File: src/rtl/sag_pkg.sv
package sag_pkg;
  typedef enum logic [1:0] {
    ST_IDLE = 2'd0,
    ST_INIT = 2'd1,
    ST_RUN  = 2'd2
  } sag_state_e;

  typedef enum logic [1:0] {
    EW_BYTE  = 2'd0,
    EW_HALF  = 2'd1,
    EW_WORD  = 2'd2,
    EW_DWORD = 2'd3
  } sag_ew_e;
endpackage

File: src/rtl/sag_offset_init.sv
// Serial shift-and-add of sum(offset_k * stride_k), MSB first, IW cycles.
module sag_offset_init #(
  parameter int NDIM = 8,
  parameter int IW   = 16,
  parameter int SW   = 32,
  parameter int AW   = 48
) (
  input  logic                       clk_i,
  input  logic                       rst_ni,
  input  logic                       start_i,
  input  logic [NDIM-1:0]            act_i,
  input  logic [NDIM-1:0][IW-1:0]    off_i,
  input  logic [NDIM-1:0][SW-1:0]    stride_i,
  output logic                       done_o,
  output logic [AW-1:0]              acc_o
);
  localparam int BW = (IW > 1) ? $clog2(IW) : 1;

  logic          busy_q;
  logic [BW-1:0] bidx_q;
  logic [AW-1:0] acc_q;
  logic [AW-1:0] term;

  always_comb begin
    term = '0;
    for (int k = 0; k < NDIM; k++) begin
      if (act_i[k] && off_i[k][bidx_q])
        term = term + {{(AW-SW){stride_i[k][SW-1]}}, stride_i[k]};
    end
  end

  assign done_o = busy_q && (bidx_q == '0);
  assign acc_o  = acc_q;

  always_ff @(posedge clk_i or negedge rst_ni) begin
    if (!rst_ni) begin
      busy_q <= 1'b0;
      bidx_q <= '0;
      acc_q  <= '0;
    end else if (start_i) begin
      busy_q <= 1'b1;
      bidx_q <= BW'(IW-1);
      acc_q  <= '0;
    end else if (busy_q) begin
      acc_q <= {acc_q[AW-2:0], 1'b0} + term;
      if (bidx_q == '0) busy_q <= 1'b0;
      else              bidx_q <= bidx_q - 1'b1;
    end
  end
endmodule

File: src/rtl/sag_dim.sv
// One loop level: element counter and running index*stride partial sum.
module sag_dim #(
  parameter int IW = 16,
  parameter int SW = 32,
  parameter int AW = 48
) (
  input  logic          clk_i,
  input  logic          rst_ni,
  input  logic          clr_i,
  input  logic          adv_i,
  input  logic          wrap_i,
  input  logic          run_i,
  input  logic [IW-1:0] size_i,
  input  logic [SW-1:0] stride_i,
  output logic [IW-1:0] rem_o,
  output logic [AW-1:0] part_o
);
  logic [IW-1:0] cnt_q;
  logic [AW-1:0] part_q;

  assign rem_o  = size_i - cnt_q;
  assign part_o = part_q;

  always_ff @(posedge clk_i or negedge rst_ni) begin
    if (!rst_ni) begin
      cnt_q  <= '0;
      part_q <= '0;
    end else if (clr_i) begin
      cnt_q  <= '0;
      part_q <= '0;
    end else if (adv_i) begin
      if (wrap_i) begin
        cnt_q  <= '0;
        part_q <= '0;
      end else begin
        cnt_q  <= cnt_q + 1'b1;
        part_q <= part_q + {{(AW-SW){stride_i[SW-1]}}, stride_i};
      end
    end
  end

  assert_cnt_range_R2: assert property (@(posedge clk_i) disable iff (!rst_ni)
    run_i |-> (cnt_q < size_i));
endmodule

File: src/rtl/sag_lane.sv
// Lane position and fill mask within a vector of VEC_BYTES bytes.
module sag_lane #(
  parameter int VEC_BYTES = 16,
  parameter int IW        = 16,
  localparam int LW       = $clog2(VEC_BYTES)
) (
  input  logic                 clk_i,
  input  logic                 rst_ni,
  input  logic                 clr_i,
  input  logic                 step_i,
  input  logic                 valid_i,
  input  logic [1:0]           ew_i,
  input  logic                 last0_i,
  input  logic [IW-1:0]        rem0_i,
  output logic [LW-1:0]        lane_o,
  output logic [VEC_BYTES-1:0] mask_o,
  output logic                 vec_end_o
);
  localparam int CW = ((IW > LW) ? IW : LW) + 2;

  logic [LW-1:0]        lane_q;
  logic [CW-1:0]        lanes;
  logic [CW-1:0]        fill;
  logic [VEC_BYTES:0]   ones;

  assign lanes = CW'(VEC_BYTES) >> ew_i;
  assign fill  = CW'(lane_q) + CW'(rem0_i);

  always_comb begin
    if (fill >= lanes) ones = ((VEC_BYTES+1)'(1) << lanes) - 1'b1;
    else               ones = ((VEC_BYTES+1)'(1) << fill) - 1'b1;
  end

  assign mask_o    = ones[VEC_BYTES-1:0];
  assign lane_o    = lane_q;
  assign vec_end_o = (CW'(lane_q) == lanes - 1'b1) || last0_i;

  always_ff @(posedge clk_i or negedge rst_ni) begin
    if (!rst_ni)      lane_q <= '0;
    else if (clr_i)   lane_q <= '0;
    else if (step_i)  lane_q <= vec_end_o ? '0 : lane_q + 1'b1;
  end

  assert_lane_range_R6: assert property (@(posedge clk_i) disable iff (!rst_ni)
    valid_i |-> (CW'(lane_q) < lanes));
  assert_mask_lane_R7: assert property (@(posedge clk_i) disable iff (!rst_ni)
    valid_i |-> mask_o[lane_q]);
endmodule

File: src/rtl/stream_addr_gen.sv
module stream_addr_gen
  import sag_pkg::*;
#(
  parameter int NDIM      = 8,
  parameter int IW        = 16,
  parameter int SW        = 32,
  parameter int AW        = 48,
  parameter int VEC_BYTES = 16,
  localparam int NW       = $clog2(NDIM + 1),
  localparam int LW       = $clog2(VEC_BYTES)
) (
  input  logic                 clk_i,
  input  logic                 rst_ni,
  input  logic                 start_i,
  input  logic [AW-1:0]        cfg_base_i,
  input  logic [NW-1:0]        cfg_ndim_i,
  input  logic [1:0]           cfg_ew_i,
  input  logic [NDIM*IW-1:0]   cfg_off_i,
  input  logic [NDIM*IW-1:0]   cfg_size_i,
  input  logic [NDIM*SW-1:0]   cfg_stride_i,
  output logic                 addr_valid_o,
  input  logic                 addr_ready_i,
  output logic [AW-1:0]        addr_o,
  output logic [NDIM-1:0]      eod_o,
  output logic                 eos_o,
  output logic [LW-1:0]        lane_o,
  output logic [VEC_BYTES-1:0] lane_mask_o,
  output logic                 vec_end_o
);
  sag_state_e                state_q;
  logic [AW-1:0]             base_q;
  logic [NW-1:0]             ndim_q;
  logic [1:0]                ew_q;
  logic [NDIM-1:0][IW-1:0]   off_q;
  logic [NDIM-1:0][IW-1:0]   size_q;
  logic [NDIM-1:0][SW-1:0]   stride_q;
  logic [NDIM-1:0][IW-1:0]   size_in;

  logic [NDIM-1:0]           act_q;
  logic [NDIM-1:0]           act_in;
  logic [NDIM-1:0]           last;
  logic [NDIM:0]             carry;
  logic [NDIM-1:0][IW-1:0]   rem;
  logic [NDIM-1:0][AW-1:0]   part;
  logic [AW-1:0]             part_sum;
  logic [AW-1:0]             init_acc;
  logic                      init_done;
  logic                      empty_in;
  logic                      accept;
  logic                      hs;

  assign size_in = cfg_size_i;

  for (genvar g = 0; g < NDIM; g++) begin : g_act
    if (g == 0) begin : g_inner
      assign act_q[g]  = 1'b1;
      assign act_in[g] = 1'b1;
    end else begin : g_outer
      assign act_q[g]  = (NW'(g) < ndim_q);
      assign act_in[g] = (NW'(g) < cfg_ndim_i);
    end
  end

  always_comb begin
    empty_in = 1'b0;
    for (int k = 0; k < NDIM; k++)
      if (act_in[k] && size_in[k] == '0) empty_in = 1'b1;
  end

  assign accept       = start_i && (state_q == ST_IDLE) && !empty_in;
  assign addr_valid_o = (state_q == ST_RUN);
  assign hs           = addr_valid_o && addr_ready_i;

  always_ff @(posedge clk_i or negedge rst_ni) begin
    if (!rst_ni) begin
      state_q  <= ST_IDLE;
      base_q   <= '0;
      ndim_q   <= '0;
      ew_q     <= '0;
      off_q    <= '0;
      size_q   <= '0;
      stride_q <= '0;
    end else begin
      if (accept) begin
        base_q   <= cfg_base_i;
        ndim_q   <= cfg_ndim_i;
        ew_q     <= cfg_ew_i;
        off_q    <= cfg_off_i;
        size_q   <= cfg_size_i;
        stride_q <= cfg_stride_i;
      end
      unique case (state_q)
        ST_IDLE: if (accept)        state_q <= ST_INIT;
        ST_INIT: if (init_done)     state_q <= ST_RUN;
        ST_RUN:  if (hs && eos_o)   state_q <= ST_IDLE;
        default:                    state_q <= ST_IDLE;
      endcase
    end
  end

  sag_offset_init #(.NDIM(NDIM), .IW(IW), .SW(SW), .AW(AW)) u_init (
    .clk_i    (clk_i),
    .rst_ni   (rst_ni),
    .start_i  (accept),
    .act_i    (act_q),
    .off_i    (off_q),
    .stride_i (stride_q),
    .done_o   (init_done),
    .acc_o    (init_acc)
  );

  assign carry[0] = 1'b1;
  for (genvar g = 0; g < NDIM; g++) begin : g_dim
    assign last[g]    = !act_q[g] || (rem[g] == IW'(1));
    assign carry[g+1] = carry[g] && last[g];
    assign eod_o[g]   = addr_valid_o && act_q[g] && carry[g+1];

    sag_dim #(.IW(IW), .SW(SW), .AW(AW)) u_dim (
      .clk_i    (clk_i),
      .rst_ni   (rst_ni),
      .clr_i    (accept),
      .adv_i    (hs && carry[g] && act_q[g]),
      .wrap_i   (last[g]),
      .run_i    (addr_valid_o && act_q[g]),
      .size_i   (size_q[g]),
      .stride_i (stride_q[g]),
      .rem_o    (rem[g]),
      .part_o   (part[g])
    );
  end

  always_comb begin
    part_sum = '0;
    for (int k = 0; k < NDIM; k++) part_sum = part_sum + part[k];
  end

  assign addr_o = base_q + init_acc + part_sum;
  assign eos_o  = addr_valid_o && carry[NDIM];

  sag_lane #(.VEC_BYTES(VEC_BYTES), .IW(IW)) u_lane (
    .clk_i     (clk_i),
    .rst_ni    (rst_ni),
    .clr_i     (accept),
    .step_i    (hs),
    .valid_i   (addr_valid_o),
    .ew_i      (ew_q),
    .last0_i   (last[0]),
    .rem0_i    (rem[0]),
    .lane_o    (lane_o),
    .mask_o    (lane_mask_o),
    .vec_end_o (vec_end_o)
  );

  assert_hold_R8: assert property (@(posedge clk_i) disable iff (!rst_ni)
    (addr_valid_o && !addr_ready_i) |=> (addr_valid_o && $stable(addr_o) &&
      $stable(eod_o) && $stable(lane_mask_o) && $stable(lane_o)));
  assert_eos_drop_R5: assert property (@(posedge clk_i) disable iff (!rst_ni)
    (hs && eos_o) |=> !addr_valid_o);
  assert_eos_eod_R4: assert property (@(posedge clk_i) disable iff (!rst_ni)
    eos_o |-> (eod_o == act_q));
  assert_valid_after_init_R9: assert property (@(posedge clk_i) disable iff (!rst_ni)
    $rose(addr_valid_o) |-> $past(state_q == ST_INIT));
  assert_start_ignored_R10: assert property (@(posedge clk_i) disable iff (!rst_ni)
    (start_i && state_q != ST_IDLE) |=> $stable(base_q));
endmodule

File: config.mk
export PLATFORM = sky130hd
export DESIGN_NAME = stream_addr_gen
export DESIGN_NICKNAME = d
export VERILOG_FILES = /design/src/rtl/sag_pkg.sv /design/src/rtl/sag_offset_init.sv /design/src/rtl/sag_dim.sv /design/src/rtl/sag_lane.sv /design/src/rtl/stream_addr_gen.sv
export SDC_FILE = /design/constraint.sdc
export NUM_CORES = 2
export LEC_CHECK = 0
export CAP_MARGIN = 30
export CORE_ASPECT_RATIO = 0.6
export CORE_UTILIZATION = 55
export DETAILED_ROUTE_END_ITERATION = 7
export PLACE_DENSITY_LB_ADDON = 0.08
export SYNTH_ARGS = -nofsm -noshare
export SYNTH_HDL_FRONTEND = slang
export SYNTH_HIERARCHICAL = 1
export SYNTH_SLANG_ARGS = --single-unit
File: constraint.sdc
create_clock -name clk_i -period 18.1 [get_ports clk_i]
set_clock_uncertainty 0.15 [all_clocks]
set_input_delay 1.81 -clock clk_i [delete_from_list [all_inputs] [get_ports clk_i]]
set_output_delay 1.81 -clock clk_i [all_outputs]
set_load 0.005 [all_outputs]
==> metrics.cfg <==
[critical_path]
r2r-end=u_init/acc_o[47]
slowest_stage=or4b_4
path_class=flip-flop to flip-flop
reg2reg_from=u_init/bidx_q[0]
path_buf_inv=13
cp_common_cell=buf_4
startpoint_type=flip-flop
crit_family=compound AO/OA/AOI/OAI gates
r2r_cells=89
arrival_ns=18.50
slowest_delay_ns=0.59
crit_required_ns=18.66
worst-path-max-fanout=5
end_kind=flip-flop
regToRegSetupSlack_ns=0.15

[timing]
fin_crit_sh_pct=99.15
max_freq_mhz=55.72
tightest_slew_ns=1.143
drv_slew=0
rsz0062_at_grt=true
min_period_ns=17.95
hold_viol=0
relSlewSlack_pct=21.62
setup_tns_ns=0
setup_viol_count_final=0

[clock_tree]
h-tree-depth=3
clk_pin_slew_ns=0.07
cts_tree=yes
numCtsBuffers=117
clock-sinks=1137
hold_buffers=0
insertion_delay_ns=0.81
root_buffer=clkbuf_16
ctsLongestPathBuffers=3

[placement]
hpwl_um=395900
gp_congestion=1.132
port_buffers=648

[final_layout]
syn_to_final_growth_pct=22.17
nets=16920
drive_above_1_share_pct=13.97
finish.utilization_pct=67.65

[synth]
ys_warn_count=6
syn_inst=13490
avgSynthCellArea_um2=8.072
synth_area_um2=108900

[die]
core-area_um2=196600
fp.dieH_um=346.6
io_pins=649
die-area_um2=199800
die_x_um=576.3
row_count=126
start_util_pct=55.37

[worst_hold_path]
whs_path_depth=2
worst_hold_startpoint=off_q[75]
hold_path.class=flip-flop to flip-flop
min_to=off_q[75]

[grt]
track_usage_pct=47.50
grt_pass1_vias=108600
grt_max_degree=186
globalRouteOverflowTotal=0
grt_pass1_wl_um=707300
grt_antenna_before_repair=27

[detailed_routing]
final_antenna_net_count=0
first_iter_violations=15410
wl_per_cell_um=27.65
remaining_drc_errors=7
vias=115500
wirelength_um=490600
vias_per_cell=6.510
drtPass1Iterations=8

[outcome]
outcome=finished, violations left
violations=DRC

[flow_run]
maxCapViolCount=0

tightest hold or removal path, delay by kind of cell (launching register included):
family,cells,cell delay (ns)
DFF,1,0.34
and+or+nand+nor,2,0.11
repair_timing:
item	4_1_cts	5_1_grt
buffers inserted	25	69
pin swaps	45	269
setup endpoints to repair	12	19
cloned	0	2
resized for setup	151	435
cells in the final DEF, fill, tap and decap left out, drive strengths merged, types with 116 or more instances in the layout:
cell,count
fa,395
inv,909
and3,186
dfrtp,1137
ha,939
nor2b,116
o21a,140
xnor2,454
nand2,2721
a31oi,137
clkdlybuf4s50,647
a211oi,121
nor2,802
o21bai,133
o21ai,970
buf,1212
clkbuf,148
o211ai,141
nand3,250
nand4,137
a21o,414
nor3,218
a21oi,848
xor2,319
worst max path at each step:
stage | startpoint | endpoint | depth (start not counted)
global placement | u_init/bidx_q[0] | u_init/acc_o[47] | 95
detailed placement | u_init/bidx_q[0] | u_init/acc_o[47] | 94
CTS | u_init/bidx_q[0] | u_init/acc_o[47] | 93
floorplan | u_init/bidx_q[0] | u_init/acc_o[47] | 94
global route | u_init/bidx_q[0] | u_init/acc_o[47] | 95
finish | u_init/bidx_q[0] | u_init/acc_o[47] | 89
layout make-up:
cell class,instances,area (um2)
well taps,2624,3283
clock inverters,72,888.4
clock buffers,144,3211
fillers,15590,63600
diodes,13,32.53
flip-flops and latches,1137,28450
multi-input cells,11000,77850
repair buffers,1863,15910
inverters,894,3363
layer usage:
layer	global-route usage, %	routed length [um]
met1	64.96	195000
met2	63.21	186900
met4	22.86	29430
met5	0	202
met3	20.92	79170
per-stage QoR:
stage	instances	hold slack, ns	setup slack [ns]	area (um2)
after floorplan	13490	0.2873	0.2613	108900
final	17750	0.3236	0.1541	133000
after global routing	17730	0.3474	-0.3194	133000
after global placement	17410	0.3033	-0.6923	125300
after detailed placement	17420	0.3070	-0.9281	125400
after CTS	17660	0.3241	0.002157	130300
sequential cells by signal, summed over array words and instances, names as in the netlist:
signal              flops
u_lane/lane_o           4
g_dim.u_dim/cnt_q     128
u_init/acc_o           48
ew_q                    2
ndim_q                  4
state_q                 2
off_q                 128
u_init/busy_q           1
size_q                128
stride_q              256
u_init/bidx_q           4
base_q                 48
g_dim.u_dim/part_o    384
Power is not shown: default switching activity piles up to over one toggle a cycle in this logic, so the estimate is an artifact.
